File: config.mk
export PLATFORM = sky130hd
export DESIGN_NAME = pcm_pwm_modulator
export DESIGN_NICKNAME = d
export VERILOG_FILES = /design/src/rtl/pcm_pwm_pkg.sv /design/src/rtl/pwm_period_counter.sv /design/src/rtl/pwm_compare_shadow.sv /design/src/rtl/pwm_bridge_driver.sv /design/src/rtl/pcm_pwm_modulator.sv
export SDC_FILE = /design/constraint.sdc
export NUM_CORES = 1
export LEC_CHECK = 0
export CAP_MARGIN = 25
export CELL_PAD_IN_SITES_DETAIL_PLACEMENT = 1
export CELL_PAD_IN_SITES_GLOBAL_PLACEMENT = 1
export CORE_UTILIZATION = 42
export CTS_CLUSTER_SIZE = 14
export DETAILED_ROUTE_END_ITERATION = 16
export GPL_TIMING_DRIVEN = 1
export PLACE_DENSITY_LB_ADDON = 0.1
export SLEW_MARGIN = 15
export SYNTH_ARGS = -nofsm -noshare
export SYNTH_HDL_FRONTEND = slang
export SYNTH_SLANG_ARGS = --single-unit
File: constraint.sdc
create_clock -name clk -period 1.8 [get_ports clk]
set_input_delay 0.36 -clock clk [delete_from_list [all_inputs] [get_ports clk]]
set_output_delay 0.36 -clock clk [all_outputs]
set_load 0.005 [all_outputs]
File: src/rtl/pcm_pwm_pkg.sv
// Package: shared default sizes for the PCM-to-PWM modulator.
// Assumes: sample width is at least the counter width.
package pcm_pwm_pkg;
    localparam int unsigned DEF_SAMPLE_W = 12;
    localparam int unsigned DEF_CNT_W    = 10;
endpackage

File: src/rtl/pwm_period_counter.sv
// Module: pwm_period_counter
// Free-running period counter. It flags the last cycle of each period and
// registers a one-clock request strobe that is high in the first cycle after
// each wrap.
// Assumes: synchronous active-low reset; the period is 2**CNT_W clocks.
module pwm_period_counter #(
    parameter int unsigned CNT_W = pcm_pwm_pkg::DEF_CNT_W
) (
    input  logic             clk,
    input  logic             rst_n,
    output logic [CNT_W-1:0] cnt,
    output logic             wrap,
    output logic             req
);
    localparam logic [CNT_W-1:0] CNT_MAX = {CNT_W{1'b1}};

    // Last cycle of the period.
    always_comb wrap = (cnt == CNT_MAX);

    // Advance the counter; it rolls over naturally at the top.
    always_ff @(posedge clk) begin
        if (!rst_n) cnt <= '0;
        else        cnt <= cnt + 1'b1;
    end

    // Request strobe: set for exactly the cycle after a wrap.
    always_ff @(posedge clk) begin
        if (!rst_n) req <= 1'b0;
        else        req <= wrap;
    end

    p_wrap_to_zero_r1: assert property (@(posedge clk) disable iff (!rst_n)
        (cnt == CNT_MAX) |=> (cnt == '0));
    p_step_r1: assert property (@(posedge clk) disable iff (!rst_n)
        (cnt != CNT_MAX) |=> (cnt == $past(cnt) + 1'b1));
    p_req_at_zero_r2: assert property (@(posedge clk) disable iff (!rst_n)
        req |-> (cnt == '0));
    p_req_single_r2: assert property (@(posedge clk) disable iff (!rst_n)
        req |=> !req);
endmodule

File: src/rtl/pwm_compare_shadow.sv
// Module: pwm_compare_shadow
// Scales each accepted sample to a compare value by dropping its low bits,
// keeps it in a shadow register, and copies the shadow to the active compare
// register only in the wrap cycle.
// Assumes: wrap is high in the last cycle of each period; the last sample
// accepted in a period wins.
module pwm_compare_shadow #(
    parameter int unsigned SAMPLE_W = pcm_pwm_pkg::DEF_SAMPLE_W,
    parameter int unsigned CNT_W    = pcm_pwm_pkg::DEF_CNT_W
) (
    input  logic                clk,
    input  logic                rst_n,
    input  logic                smp_valid,
    input  logic [SAMPLE_W-1:0] smp_data,
    input  logic                wrap,
    output logic [CNT_W-1:0]    cmp_active
);
    localparam int unsigned      SHIFT   = SAMPLE_W - CNT_W;
    localparam logic [CNT_W-1:0] CMP_MID = CNT_W'(1) << (CNT_W - 1);

    logic [CNT_W-1:0] cmp_shadow;
    logic [CNT_W-1:0] cmp_scaled;

    // Keep the upper bits of the sample as the compare value.
    always_comb cmp_scaled = smp_data[SAMPLE_W-1:SHIFT];

    // Shadow register: captures every accepted sample.
    always_ff @(posedge clk) begin
        if (!rst_n)         cmp_shadow <= CMP_MID;
        else if (smp_valid) cmp_shadow <= cmp_scaled;
    end

    // Active register: takes the shadow value only in the wrap cycle.
    always_ff @(posedge clk) begin
        if (!rst_n)    cmp_active <= CMP_MID;
        else if (wrap) cmp_active <= cmp_shadow;
    end

    p_active_held_r6: assert property (@(posedge clk) disable iff (!rst_n)
        !wrap |=> $stable(cmp_active));
    p_wrap_sample_deferred_r10: assert property (@(posedge clk) disable iff (!rst_n)
        (wrap && smp_valid) |=> (cmp_active == $past(cmp_shadow)));
    p_no_sample_keeps_r7: assert property (@(posedge clk) disable iff (!rst_n)
        !smp_valid |=> $stable(cmp_shadow));
endmodule

File: src/rtl/pwm_bridge_driver.sv
// Module: pwm_bridge_driver
// Compares the period count with the active compare value and drives a
// complementary pair for the two legs of a full bridge.
// Assumes: cnt and cmp_active both come from registers, so the outputs
// change only after clock edges.
module pwm_bridge_driver #(
    parameter int unsigned CNT_W = pcm_pwm_pkg::DEF_CNT_W
) (
    input  logic             clk,
    input  logic             rst_n,
    input  logic [CNT_W-1:0] cnt,
    input  logic [CNT_W-1:0] cmp_active,
    output logic             drive_p,
    output logic             drive_n
);
    localparam logic [CNT_W-1:0] CNT_MAX = {CNT_W{1'b1}};

    logic leg_on;

    // Positive leg is on while the count is below the compare value.
    always_comb leg_on = (cnt < cmp_active);

    // Drive the bridge legs as an exact complementary pair.
    always_comb begin
        drive_p = leg_on;
        drive_n = ~leg_on;
    end

    p_complement_r5: assert property (@(posedge clk) disable iff (!rst_n)
        drive_n != drive_p);
    p_zero_low_r9: assert property (@(posedge clk) disable iff (!rst_n)
        (cmp_active == '0) |-> !drive_p);
    p_top_last_low_r9: assert property (@(posedge clk) disable iff (!rst_n)
        (cnt == CNT_MAX) |-> !drive_p);
    p_period_start_high_r4: assert property (@(posedge clk) disable iff (!rst_n)
        ((cnt == '0) && (cmp_active != '0)) |-> drive_p);
endmodule

File: src/rtl/pcm_pwm_modulator.sv
// Module: pcm_pwm_modulator (top)
// Audio PCM-to-PWM modulator for a full-bridge output stage. It takes one
// unsigned sample per PWM period on request and turns it into a
// complementary pair of pulse-width-modulated drives.
// Assumes: samples arrive on smp_valid after smp_req; the PWM period is
// 2**CNT_W clocks.
module pcm_pwm_modulator #(
    parameter int unsigned SAMPLE_W = pcm_pwm_pkg::DEF_SAMPLE_W,
    parameter int unsigned CNT_W    = pcm_pwm_pkg::DEF_CNT_W
) (
    input  logic                clk,
    input  logic                rst_n,
    input  logic                smp_valid,
    input  logic [SAMPLE_W-1:0] smp_data,
    output logic                smp_req,
    output logic                drive_p,
    output logic                drive_n
);
    logic [CNT_W-1:0] cnt;
    logic             wrap;
    logic [CNT_W-1:0] cmp_active;

    pwm_period_counter #(.CNT_W(CNT_W)) u_counter (
        .clk   (clk),
        .rst_n (rst_n),
        .cnt   (cnt),
        .wrap  (wrap),
        .req   (smp_req)
    );

    pwm_compare_shadow #(.SAMPLE_W(SAMPLE_W), .CNT_W(CNT_W)) u_shadow (
        .clk        (clk),
        .rst_n      (rst_n),
        .smp_valid  (smp_valid),
        .smp_data   (smp_data),
        .wrap       (wrap),
        .cmp_active (cmp_active)
    );

    pwm_bridge_driver #(.CNT_W(CNT_W)) u_driver (
        .clk        (clk),
        .rst_n      (rst_n),
        .cnt        (cnt),
        .cmp_active (cmp_active),
        .drive_p    (drive_p),
        .drive_n    (drive_n)
    );

    p_reset_state_r8: assert property (@(posedge clk)
        !rst_n |=> (cnt == '0) && (cmp_active == (CNT_W'(1) << (CNT_W - 1))));
endmodule

==> flow_summary.rst, run 1 <==
.. list-table::
   :header-rows: 1

   * - Metric
     - Value
   * - Outcome
     - finished, violations left
   * - Violated checks
     - setup timing
   * - Worst Reg-to-Reg Cells
     - 7
   * - Endpoints failing hold
     - 0
   * - Register cell area after layout
     - 633 um2
   * - Ys flop type
     - dfxtp_1
   * - Peak clock frequency supported by timing
     - 0.486 GHz
   * - Area of the die
     - 0.00380 mm2
   * - Hpwl dp
     - 2.17 mm
   * - Number of rows in the core area
     - 21
   * - Smallest setup slack after layout
     - -0.258 ns
   * - Core area
     - 0.00336 mm2
   * - Place WS
     - -0.389 ns
   * - CP endpoint kind
     - output pin
   * - Area Growth Syn to Fin
     - 40.6%
   * - Part of the Yosys area used for sequential elements
     - 41.5%
   * - Die Width
     - 61.7 um
   * - Vias per cell
     - 4.81
   * - Clock buffer count from CTS
     - 5
   * - Worst min-delay path category
     - flop to flop
   * - Count of routing violations after the opening detailed-route iteration
     - 31
   * - Average routed wire per standard cell
     - 16.0 um
   * - Count of flip-flops with a built-in enable after synthesis
     - 0
   * - Vias post-DR
     - 1155
   * - Global-route wire length before repair
     - 5.97 mm
   * - Power Dens Cells
     - 726 mW/mm2
   * - Worst endpoint required time
     - 1.44 ns
   * - Number of global-route vias before repair
     - 1230
   * - CTS H-Tree Depth
     - 2
   * - Number of antenna repair diodes
     - 0
   * - Multi-input combinational cell area
     - 931 um2
   * - Port Buffer Count
     - 15
   * - Net Count, Synth
     - 180
   * - Source of the worst hold timing path
     - u_shadow.cmp_active[4]
   * - I/O pin count
     - 18
   * - Beginning of the worst register-to-register path
     - u_counter.cnt[1]
   * - Worst skew pair latency
     - 0.33 ns
   * - Number of hold-repair buffers added at the cts stage
     - 0
   * - Part of the cycle the worst path needs
     - 114%
   * - Setup repair after global routing missed its margin
     - true
   * - Routed Antenna Nets
     - 0
   * - Commonest cells in the synthesized netlist
     - 31 x dfxtp_1, 15 x nand2_1, 12 x nand3_1
   * - Synth Register Bits
     - 31
   * - Netlist Area Pre-Place
     - 0.00150 mm2
   * - Hold EP
     - u_shadow.cmp_active[4]
   * - Max-cap violation count
     - 0
   * - Antenna violations before repair
     - 0
   * - Dominant cell type by area after synthesis
     - dfxtp_1
   * - Clock Skews
     - 0.00981 ns
   * - Final worst path period need
     - 2.06 ns
   * - Relative max-transition margin
     - 80.8%
   * - Number of distinct standard cells referenced by the synthesized netlist
     - 32
   * - Mean instance size in the synthesized netlist
     - 9.65 um2
   * - Largest net degree at the start of global routing
     - 25
   * - Root Buffer
     - clkbuf_4
   * - Critical path startpoint category
     - flop
   * - Number of warnings issued by yosys
     - 0
   * - Number of instances in the synthesized netlist
     - 155
   * - Number of cells traversed by the worst hold path
     - 2
   * - Number of sinks handled by clock tree synthesis
     - 31
   * - Filler cell count
     - 399
   * - Final layout net count
     - 218
   * - Clock-pin slew on the worst setup and hold paths
     - 0.10 ns
   * - Leftover overflow at the end of global routing
     - 0
   * - Leakage
     - 0.833 nW
   * - Final Setup Violations
     - 2
   * - Buffer levels on the longest clock path
     - 2
   * - Non-filler instance count after layout
     - 240
   * - Cell Count Post-Placement
     - 224
   * - Last weighted congestion value of the routability-driven placer
     - 0.733
   * - Drt drc
     - 0
   * - Arrival time reported for the critical path endpoint
     - 1.70 ns
   * - Max FO, Critical Path
     - 3
   * - Count leader, synth
     - dfxtp_1
   * - Reg-to-reg slack, setup
     - 0.07 ns
   * - Area share of the leading cell type in the synthesized netlist
     - 41.5%
   * - Overall Global Routing Usage
     - 22.7%
   * - Clock tree from TritonCTS
     - built
   * - Starting density of the core
     - 44.5%
   * - R2R Path End
     - u_shadow.cmp_active[6]
   * - Final wirelength
     - 3.83 mm
   * - Share of synthesized flip-flops with an asynchronous set or reset
     - 0%
   * - Synth top area cells
     - dfxtp_1 42%, ha_1 8.4%, mux2i_1 6.7%, o21ai_2 5.3%, nor2b_1 4.2%
   * - Slew at the pin closest to its max-slew limit
     - 0.285 ns
   * - Peak ir drop on the vdd network
     - 472 uV
   * - Ratio of cells with drive above 1 in the final layout
     - 41.2%
   * - Pre-antenna DRT Iters
     - 4
   * - Chip Height
     - 61.7 um
   * - Number of pins exceeding their max-slew limit in the final report
     - 0
   * - Setup Crit Path Kind
     - flop to output pin
power by group:
part	switching, mW	internal (mW)	total [mW]
sequential	0.0125	0.704	0.717
combinational	0.0564	0.0796	0.136
clock	0.239	0.433	0.673
area by class of cell:
class                      instances  area share (%)
clock buffer                       6            1.96
clock inverter                     2            2.86
sequential                        31            30.1
timing repair buffer              38            16.1
inverter                          11            1.96
multi-input combinational        106            44.3
tap                               46            2.74
how the worst max path moves through the flow:
| stage | from | end | slack, ns | cells after the start |
|---|---|---|---|---|
| CTS | u_shadow.cmp_active[1] | drive_p | -0.29 | 7 |
| global placement | u_shadow.cmp_active[9] | drive_p | -0.33 | 7 |
| floorplan | u_shadow.cmp_active[9] | drive_n | 0.22 | 6 |
| global route | u_shadow.cmp_active[9] | drive_p | -0.35 | 8 |
| detailed placement | u_shadow.cmp_active[9] | drive_p | -0.39 | 7 |
| finish | u_counter.cnt[6] | drive_p | -0.26 | 7 |
registers in the layout, summed over array words and instances, names as in the netlist:
signal	flops
u_shadow.cmp_active	10
u_counter.req	1
u_counter.cnt	10
u_shadow.cmp_shadow	10
what timing repair did:
item	in CTS	in global routing
gates resized for setup	35	7
pin swaps	8	7
endpoints found under the setup margin	2	2
buffers inserted	4	4
metrics by stage:
step / hold slack [ns] / util (%) / total power, mW / TNS, ns / instance area (um2)
CTS: 0.465 / 60.3 / 1.53 / -0.476 / 2030
finish: 0.474 / 62.5 / 1.53 / -0.458 / 2100
detailed placement: 0.455 / 53.2 / 0.840 / -0.687 / 1790
global route: 0.505 / 62.5 / 1.59 / -0.955 / 2100
global placement: 0.450 / 53.2 / 0.834 / -0.593 / 1790
floorplan: 0.432 / - / 0.786 / 0 / 1500
kinds of logic after synthesis:
| logic type | share of synthesized area [%] |
|---|---|
| AND/OR/NAND/NOR | 22.4 |
| flip-flops | 41.5 |
| AO/OA/AOI/OAI | 11.4 |
| buffers and inverters | 6.11 |
| multiplexers | 6.69 |
| adder cells (fa/ha/maj) | 8.37 |
| XOR/XNOR | 3.52 |
placed cells by master, fill, tap and decap left out, types with 2 or more instances in the layout:
cell type,instances
mux2i_1,10
nand2_2,2
buf_12,2
ha_1,2
a21oi_4,2
nand2_1,14
ha_4,8
bufinv_16,2
xor2_1,3
inv_2,5
inv_1,6
clkdlybuf4s50_1,13
dfxtp_2,10
a21boi_1,2
and2_1,7
dfxtp_1,21
clkbuf_4,5
buf_4,21
o21ai_0,2
xnor2_1,3
nor3_1,3
o21ai_2,10
a21oi_2,2
buf_2,2
nor2b_1,10
nand3_1,12
layer usage:
layer / routed length [um] / vias up / GRT usage (%) / part of all wire, %
met2: 1830 / 26 / 38.9 / 48
met3: 126 / 12 / 6.30 / 3.3
met4: 142 / 0 / 7.62 / 3.7
met1: 1730 / 518 / 27.4 / 45
li1: - / 599 / - / -
met5: 0 / - / 0 / 0
worst max-delay path: stages (launching register included):
cell and delay, ns:
dfxtp_1 0.42, ha_4 0.22, and4_4 0.17, nand2_2 0.06, a21oi_2 0.04, buf_4 0.14, a211oi_2 0.16, buf_2 0.15
(Power assumes the default switching activity.)
==> run 2: changes to the inputs <==
--- a/config.mk
+++ b/config.mk
@@ -9,10 +9,11 @@
 export CELL_PAD_IN_SITES_DETAIL_PLACEMENT = 1
 export CELL_PAD_IN_SITES_GLOBAL_PLACEMENT = 1
 export CORE_UTILIZATION = 42
+export CTS_CLUSTER_DIAMETER = 80
 export CTS_CLUSTER_SIZE = 14
 export DETAILED_ROUTE_END_ITERATION = 16
 export GPL_TIMING_DRIVEN = 1
-export PLACE_DENSITY_LB_ADDON = 0.1
+export PLACE_DENSITY = 0.88
 export SLEW_MARGIN = 15
 export SYNTH_ARGS = -nofsm -noshare
 export SYNTH_HDL_FRONTEND = slang
==> flow_summary.rst, run 2 (synthesis results as in run 1) <==
.. list-table::
   :header-rows: 1

   * - Metric
     - Value
   * - Outcome
     - finished, violations left
   * - Violated checks
     - setup timing
   * - Worst endpoint required time
     - 1.44 ns (about the same)
   * - Ratio of cells with drive above 1 in the final layout
     - 46.9% (+5.6 points)
   * - Vias per cell
     - 5.26 (+9.3%)
   * - Fin Setup TNS
     - -0.504 ns (-0.0466 ns)
   * - Beginning of the worst register-to-register path
     - u_counter.cnt[0]
   * - Post-route design area
     - 0.00208 mm2 (-0.95%)
   * - Number of global-route vias before repair
     - 1301 (+5.8%)
   * - Starting density of the core
     - 44.5% (unchanged)
   * - Leakage
     - 0.820 nW (-1.6%)
   * - Part of the cycle the worst path needs
     - 115% (+1.1 points)
   * - Number of antenna repair diodes
     - 0 (unchanged)
   * - CP endpoint kind
     - output pin
   * - Arrival time reported for the critical path endpoint
     - 1.72 ns (+0.02 ns)
   * - Peak clock frequency supported by timing
     - 0.481 GHz (-0.98%)
   * - Last weighted congestion value of the routability-driven placer
     - 0.754 (+3.0%)
   * - Final Setup Violations
     - 2 (unchanged)
   * - Register cell area after layout
     - 639 um2 (+0.99%)
   * - Endpoints failing hold
     - 0 (unchanged)
   * - Max FO, Critical Path
     - 3 (unchanged)
   * - Final layout net count
     - 216 (-0.92%)
   * - Peak ir drop on the vdd network
     - 590 uV (+25%)
   * - Drt drc
     - 0 (unchanged)
   * - Final worst path period need
     - 2.08 ns (+0.0204 ns)
   * - Number of sinks handled by clock tree synthesis
     - 31 (unchanged)
   * - Final Power
     - 1.42 mW (-6.6%)
   * - I/O pin count
     - 18 (unchanged)
   * - Final hold slack
     - 0.469 ns (-0.00478 ns)
   * - Worst skew pair latency
     - 0.33 ns (about the same)
   * - Number of pins exceeding their max-slew limit in the final report
     - 0 (unchanged)
   * - Pre-antenna DRT Iters
     - 4 (unchanged)
   * - Commonest non-fill, non-tap cells in the layout
     - 19 x buf_4, 16 x dfxtp_1, 15 x dfxtp_2
   * - Power Dens Cells
     - 684 mW/mm2 (-5.7%)
   * - Root Buffer
     - clkbuf_4
   * - Routed Antenna Nets
     - 0 (unchanged)
   * - Setup repair after global routing missed its margin
     - true
   * - Global-route wire length before repair
     - 6.52 mm (+9.2%)
   * - Max-cap violation count
     - 0 (unchanged)
   * - Setup Crit Path Kind
     - flop to output pin
   * - Worst min-delay path category
     - flop to flop
   * - Smallest setup slack after layout
     - -0.278 ns (-0.0204 ns)
   * - Count of routing violations after the opening detailed-route iteration
     - 43 (+39%)
   * - Multi-input combinational cell area
     - 935 um2 (+0.40%)
   * - Hpwl dp
     - 2.54 mm (+17%)
   * - Buffer levels on the longest clock path
     - 2 (unchanged)
   * - Clock buffer count from CTS
     - 5 (unchanged)
   * - Antenna violations before repair
     - 0 (unchanged)
   * - Final wirelength
     - 4.15 mm (+8.3%)
   * - Relative max-transition margin
     - 79.7% (-1.1 points)
   * - Filler cell count
     - 388 (-2.8%)
   * - Largest net degree at the start of global routing
     - 41 (+64%)
   * - Leading cell type in the layout, fill and taps excluded
     - buf_4
   * - Clock-pin slew on the worst setup and hold paths
     - 0.10 ns (about the same)
   * - Leftover overflow at the end of global routing
     - 0 (unchanged)
   * - Overall Global Routing Usage
     - 25.3% (+2.6 points)
   * - Timing startpoint of the critical path
     - u_shadow.cmp_active[9]
   * - Average routed wire per standard cell
     - 17.4 um (+9.2%)
   * - Clock Skews
     - 0.00429 ns (-0.00553 ns)
   * - Area Growth Syn to Fin
     - 39.2%
   * - Biggest registers after layout
     - u_counter.cnt: 10 flops, u_shadow.cmp_active: 10 flops, u_shadow.cmp_shadow: 10 flops
   * - Chip Height
     - 61.7 um (unchanged)
   * - Vias post-DR
     - 1252 (+8.4%)
   * - Source of the worst hold timing path
     - u_shadow.cmp_active[5]
   * - Placed cell area
     - 0.00178 mm2 (-0.42%)
   * - Port Buffer Count
     - 15 (unchanged)
   * - Slew at the pin closest to its max-slew limit
     - 0.302 ns (+0.0162 ns)
   * - Area of the die
     - 0.00380 mm2 (unchanged)
   * - Core area
     - 0.00336 mm2 (unchanged)
   * - Number of rows in the core area
     - 21 (unchanged)
   * - CTS H-Tree Depth
     - 2 (unchanged)
   * - Clock tree from TritonCTS
     - built
   * - Die Width
     - 61.7 um (unchanged)
   * - Critical path startpoint category
     - flop
   * - Utilization of the core after routing
     - 61.9% (-0.60 points)
[run 2: cell types whose count changed in the layout (fill, tap and decap cells not counted), sizes merged]
cell	previous run	this run
clkinv	0	1
bufinv	2	1
buf	25	23
[run 2: path summary, 6_finish.rpt]
| path | to | slack, ns | cells after the start |
|---|---|---|---|
| worst max-delay path | drive_p | -0.28 | 8 |
| worst min-delay path | u_shadow.cmp_active[5] | 0.47 | 2 |
| worst max register to register | u_shadow.cmp_active[0] | 0.15 | 7 |
| worst min register to register | u_shadow.cmp_active[5] | 0.47 | 2 |
[run 2: metrics by stage]
step           cells  setup WS, ns
2_1_floorplan    155         0.220
3_3_place_gp     223        -0.322
3_5_place_dp     223        -0.416
4_1_cts          237        -0.269
5_1_grt          238        -0.370
6_report         238        -0.278
[run 2: layout make-up]
cell class / instances / share of cell area, %
Inverter: 11 / 1.98
Timing Repair Buffer: 36 / 15.5
Multi-Input combinational cell: 106 / 44.9
Sequential cell: 31 / 30.7
Clock buffer: 6 / 2.46
Tap cell: 46 / 2.76
Clock inverter: 2 / 1.68
[run 2: critical path, stage by stage, from the launching register on]
cell and delay, ns:
dfxtp_2 0.34, inv_2 0.04, ha_4 0.27, and4_4 0.24, nand2_2 0.06, a21oi_2 0.13
buf_4 0.14, a211oi_2 0.04, buf_2 0.13
[run 2: where the power goes]
group          switching, mW  internal, mW
Sequential            0.0139         0.705
Clock                  0.249         0.328
Combinational         0.0539        0.0746
[run 2: repair_timing]
item                       in CTS  in global routing
gates resized for setup        48                  4
setup endpoints to repair       2                  3
pin swaps                      10                  1
hold buffers                    0                  0
buffers inserted                6                  1
[run 2: layer usage]
metal,vias up,GRT usage (%),share of wire (%)
li1,594,-,-
met1,590,25.9,39
met2,45,42.5,50
met3,23,8.19,4.8
met4,0,19.7,6.1
met5,-,0,0
==> run 3: changes to the inputs <==
--- a/config.mk
+++ b/config.mk
@@ -8,6 +8,7 @@
 export CAP_MARGIN = 25
 export CELL_PAD_IN_SITES_DETAIL_PLACEMENT = 1
 export CELL_PAD_IN_SITES_GLOBAL_PLACEMENT = 1
+export CORE_MARGIN = 4
 export CORE_UTILIZATION = 42
 export CTS_CLUSTER_DIAMETER = 80
 export CTS_CLUSTER_SIZE = 14
==> flow_summary.rst, run 3 (synthesis results as in run 1) <==
.. list-table::
   :header-rows: 1

   * - Metric
     - Value
   * - Ratio of cells with drive above 1 in the final layout
     - 36.1% (-11 points)
   * - Outcome
     - finished, violations left
   * - Setup Crit Path Kind
     - flop to output pin
   * - CP cell instances
     - inv_2 > ha_4 > and4_4 > buf_4 > a211o_1 > buf_2
   * - Slew at the pin closest to its max-slew limit
     - 0.264 ns (-0.0379 ns)
   * - Relative max-transition margin
     - 82.3% (+2.5 points)
   * - Largest net degree at the start of global routing
     - 41 (unchanged)
   * - Core area
     - 0.00339 mm2 (+0.78%)
   * - Final hold slack
     - 0.462 ns (-0.00778 ns)
   * - Biggest registers after layout
     - u_counter.cnt: 10 flops, u_shadow.cmp_active: 10 flops, u_shadow.cmp_shadow: 10 flops
   * - Worst endpoint required time
     - 1.44 ns (about the same)
   * - Max stage delay on crit path
     - 0.35 ns (about the same)
   * - Vias post-DR
     - 1149 (-8.2%)
   * - Clock Skews
     - 0.00882 ns (+0.00453 ns)
   * - Routed Antenna Nets
     - 0 (unchanged)
   * - Final Power
     - 1.38 mW (-3.1%)
   * - Antenna violations before repair
     - 0 (unchanged)
   * - Placed cell area
     - 0.00176 mm2 (-1.3%)
   * - Port Buffer Count
     - 15 (unchanged)
   * - Power Dens Cells
     - 701 mW/mm2 (+2.5%)
   * - Number of pins exceeding their max-slew limit in the final report
     - 0 (unchanged)
   * - Clock buffer count from CTS
     - 5 (unchanged)
   * - Leftover overflow at the end of global routing
     - 0 (unchanged)
   * - Hpwl dp
     - 2.33 mm (-8.2%)
   * - Overall Global Routing Usage
     - 17.0% (-8.3 points)
   * - Endpoints failing hold
     - 0 (unchanged)
   * - Final Setup Violations
     - 2 (unchanged)
   * - Vias per cell
     - 5.02 (-4.6%)
   * - Arrival time reported for the critical path endpoint
     - 1.67 ns (-0.05 ns)
   * - Max-cap violation count
     - 0 (unchanged)
   * - Peak clock frequency supported by timing
     - 0.493 GHz (+2.5%)
   * - Peak ir drop on the vdd network
     - 660 uV (+12%)
   * - Number of sinks handled by clock tree synthesis
     - 31 (unchanged)
   * - Root Buffer
     - clkbuf_4
   * - Starting density of the core
     - 44.1% (-0.34 points)
   * - Last weighted congestion value of the routability-driven placer
     - 0.733 (-2.9%)
   * - Leading cell type in the layout, fill and taps excluded
     - dfxtp_1
   * - Worst skew pair latency
     - 0.33 ns (about the same)
   * - Final worst path period need
     - 2.03 ns (-0.0510 ns)
   * - Clock-pin slew on the worst setup and hold paths
     - 0.10 ns (about the same)
   * - Worst min-delay path category
     - flop to flop
   * - Drt drc
     - 0 (unchanged)
   * - Global-route wire length before repair
     - 5.74 mm (-12%)
   * - Clock tree from TritonCTS
     - built
   * - Final layout net count
     - 207 (-4.2%)
   * - Chip Height
     - 67.7 um (+9.7%)
   * - Leakage
     - 0.762 nW (-7.0%)
   * - Violated checks
     - setup timing
   * - Max FO, Critical Path
     - 2 (-1)
   * - Cell type of the slowest stage on the worst timing path
     - dfxtp_2
   * - CP endpoint kind
     - output pin
   * - Count of routing violations after the opening detailed-route iteration
     - 50 (+16%)
   * - Fin Setup TNS
     - -0.425 ns (+0.0798 ns)
   * - Number of hold-repair buffers added at the cts stage
     - 0 (unchanged)
   * - Smallest setup slack after layout
     - -0.227 ns (+0.0510 ns)
   * - Pre-antenna DRT Iters
     - 4 (unchanged)
   * - Average routed wire per standard cell
     - 14.4 um (-17%)
   * - Number of rows in the core area
     - 21 (unchanged)
   * - CTS H-Tree Depth
     - 2 (unchanged)
   * - I/O pin count
     - 18 (unchanged)
   * - Area of the die
     - 0.00458 mm2 (+20%)
   * - Number of global-route vias before repair
     - 1235 (-5.1%)
   * - Utilization of the core after routing
     - 58.1% (-3.8 points)
   * - Number of antenna repair diodes
     - 0 (unchanged)
   * - Setup repair after global routing missed its margin
     - true
   * - Buffer levels on the longest clock path
     - 2 (unchanged)
   * - Die Width
     - 67.7 um (+9.7%)
   * - Critical path startpoint category
     - flop
   * - Final wirelength
     - 3.31 mm (-20%)
   * - Post-route design area
     - 0.00197 mm2 (-5.5%)
   * - Part of the cycle the worst path needs
     - 113% (-2.8 points)
   * - Area Growth Syn to Fin
     - 31.6%
   * - Commonest non-fill, non-tap cells in the layout
     - 22 x dfxtp_1, 14 x nand2_1, 13 x clkdlybuf4s50_1
==> run 3: cell count changes in the layout (fill, tap and decap cells not counted), moves of 3 or more <==
| cell | previous run | this run |
|---|---|---|
| dfxtp_1 | 16 | 22 |
| inv_2 | 8 | 5 |
| ha_1 | 0 | 3 |
| buf_4 | 19 | 10 |
| inv_1 | 3 | 6 |
| dfxtp_2 | 15 | 9 |
==> run 3: worst max-delay path: cells and delay by family (launching register included) <==
kind / cells / cell delay, ns
flip-flops: 1 / 0.35
buffers and inverters: 3 / 0.31
adder cells (fa/ha/maj): 1 / 0.23
AO/OA/AOI/OAI: 1 / 0.26
AND/OR/NAND/NOR: 1 / 0.19
==> run 3: power by group <==
group          internal (mW)  leakage, nW  switching (mW)
combinational         0.0688        0.461          0.0491
sequential             0.704        0.256          0.0121
clock                  0.292       0.0452           0.254
==> run 3: worst paths after layout <==
check | from | to | slack, ns | depth (start not counted)
setup reg to reg | u_counter.cnt[1] | u_shadow.cmp_active[6] | 0.18 | 7
hold / removal | u_shadow.cmp_active[5] | u_shadow.cmp_active[5] | 0.46 | 2
setup / recovery | u_shadow.cmp_active[8] | drive_n | -0.23 | 6
hold reg to reg | u_shadow.cmp_active[5] | u_shadow.cmp_active[5] | 0.46 | 2
==> run 3: repair_timing <==
action                     CTS  global route
hold endpoints to repair     0             0
pin swaps                    8             4
setup buffers                1             0
setup endpoints to repair    2             2
gates cloned                 0             0
resized for setup           30             8
==> run 3: final cells by class <==
| type | instances | area [um2] |
|---|---|---|
| clock buffer | 5 | 37.5 |
| clock inverter | 3 | 43.8 |
| fill | 371 | 1420 |
| inverter | 11 | 41.3 |
| multi-input combinational | 106 | 901 |
| sequential | 31 | 632 |
| tap | 46 | 57.6 |
| timing repair buffer | 27 | 255 |
==> run 3: routing by layer <==
| layer | GRT usage, % | wire, um |
|---|---|---|
| met3 | 4.33 | 162 |
| met2 | 30.9 | 1730 |
| met4 | 6.58 | 53 |
| met1 | 18.7 | 1360 |
| met5 | 0 | 0 |
==> run 3: stage by stage <==
step,setup slack [ns],std cells
floorplan,0.220,155
global placement,-0.337,220
detailed placement,-0.415,220
CTS,-0.256,229
global route,-0.331,229
finish,-0.227,229
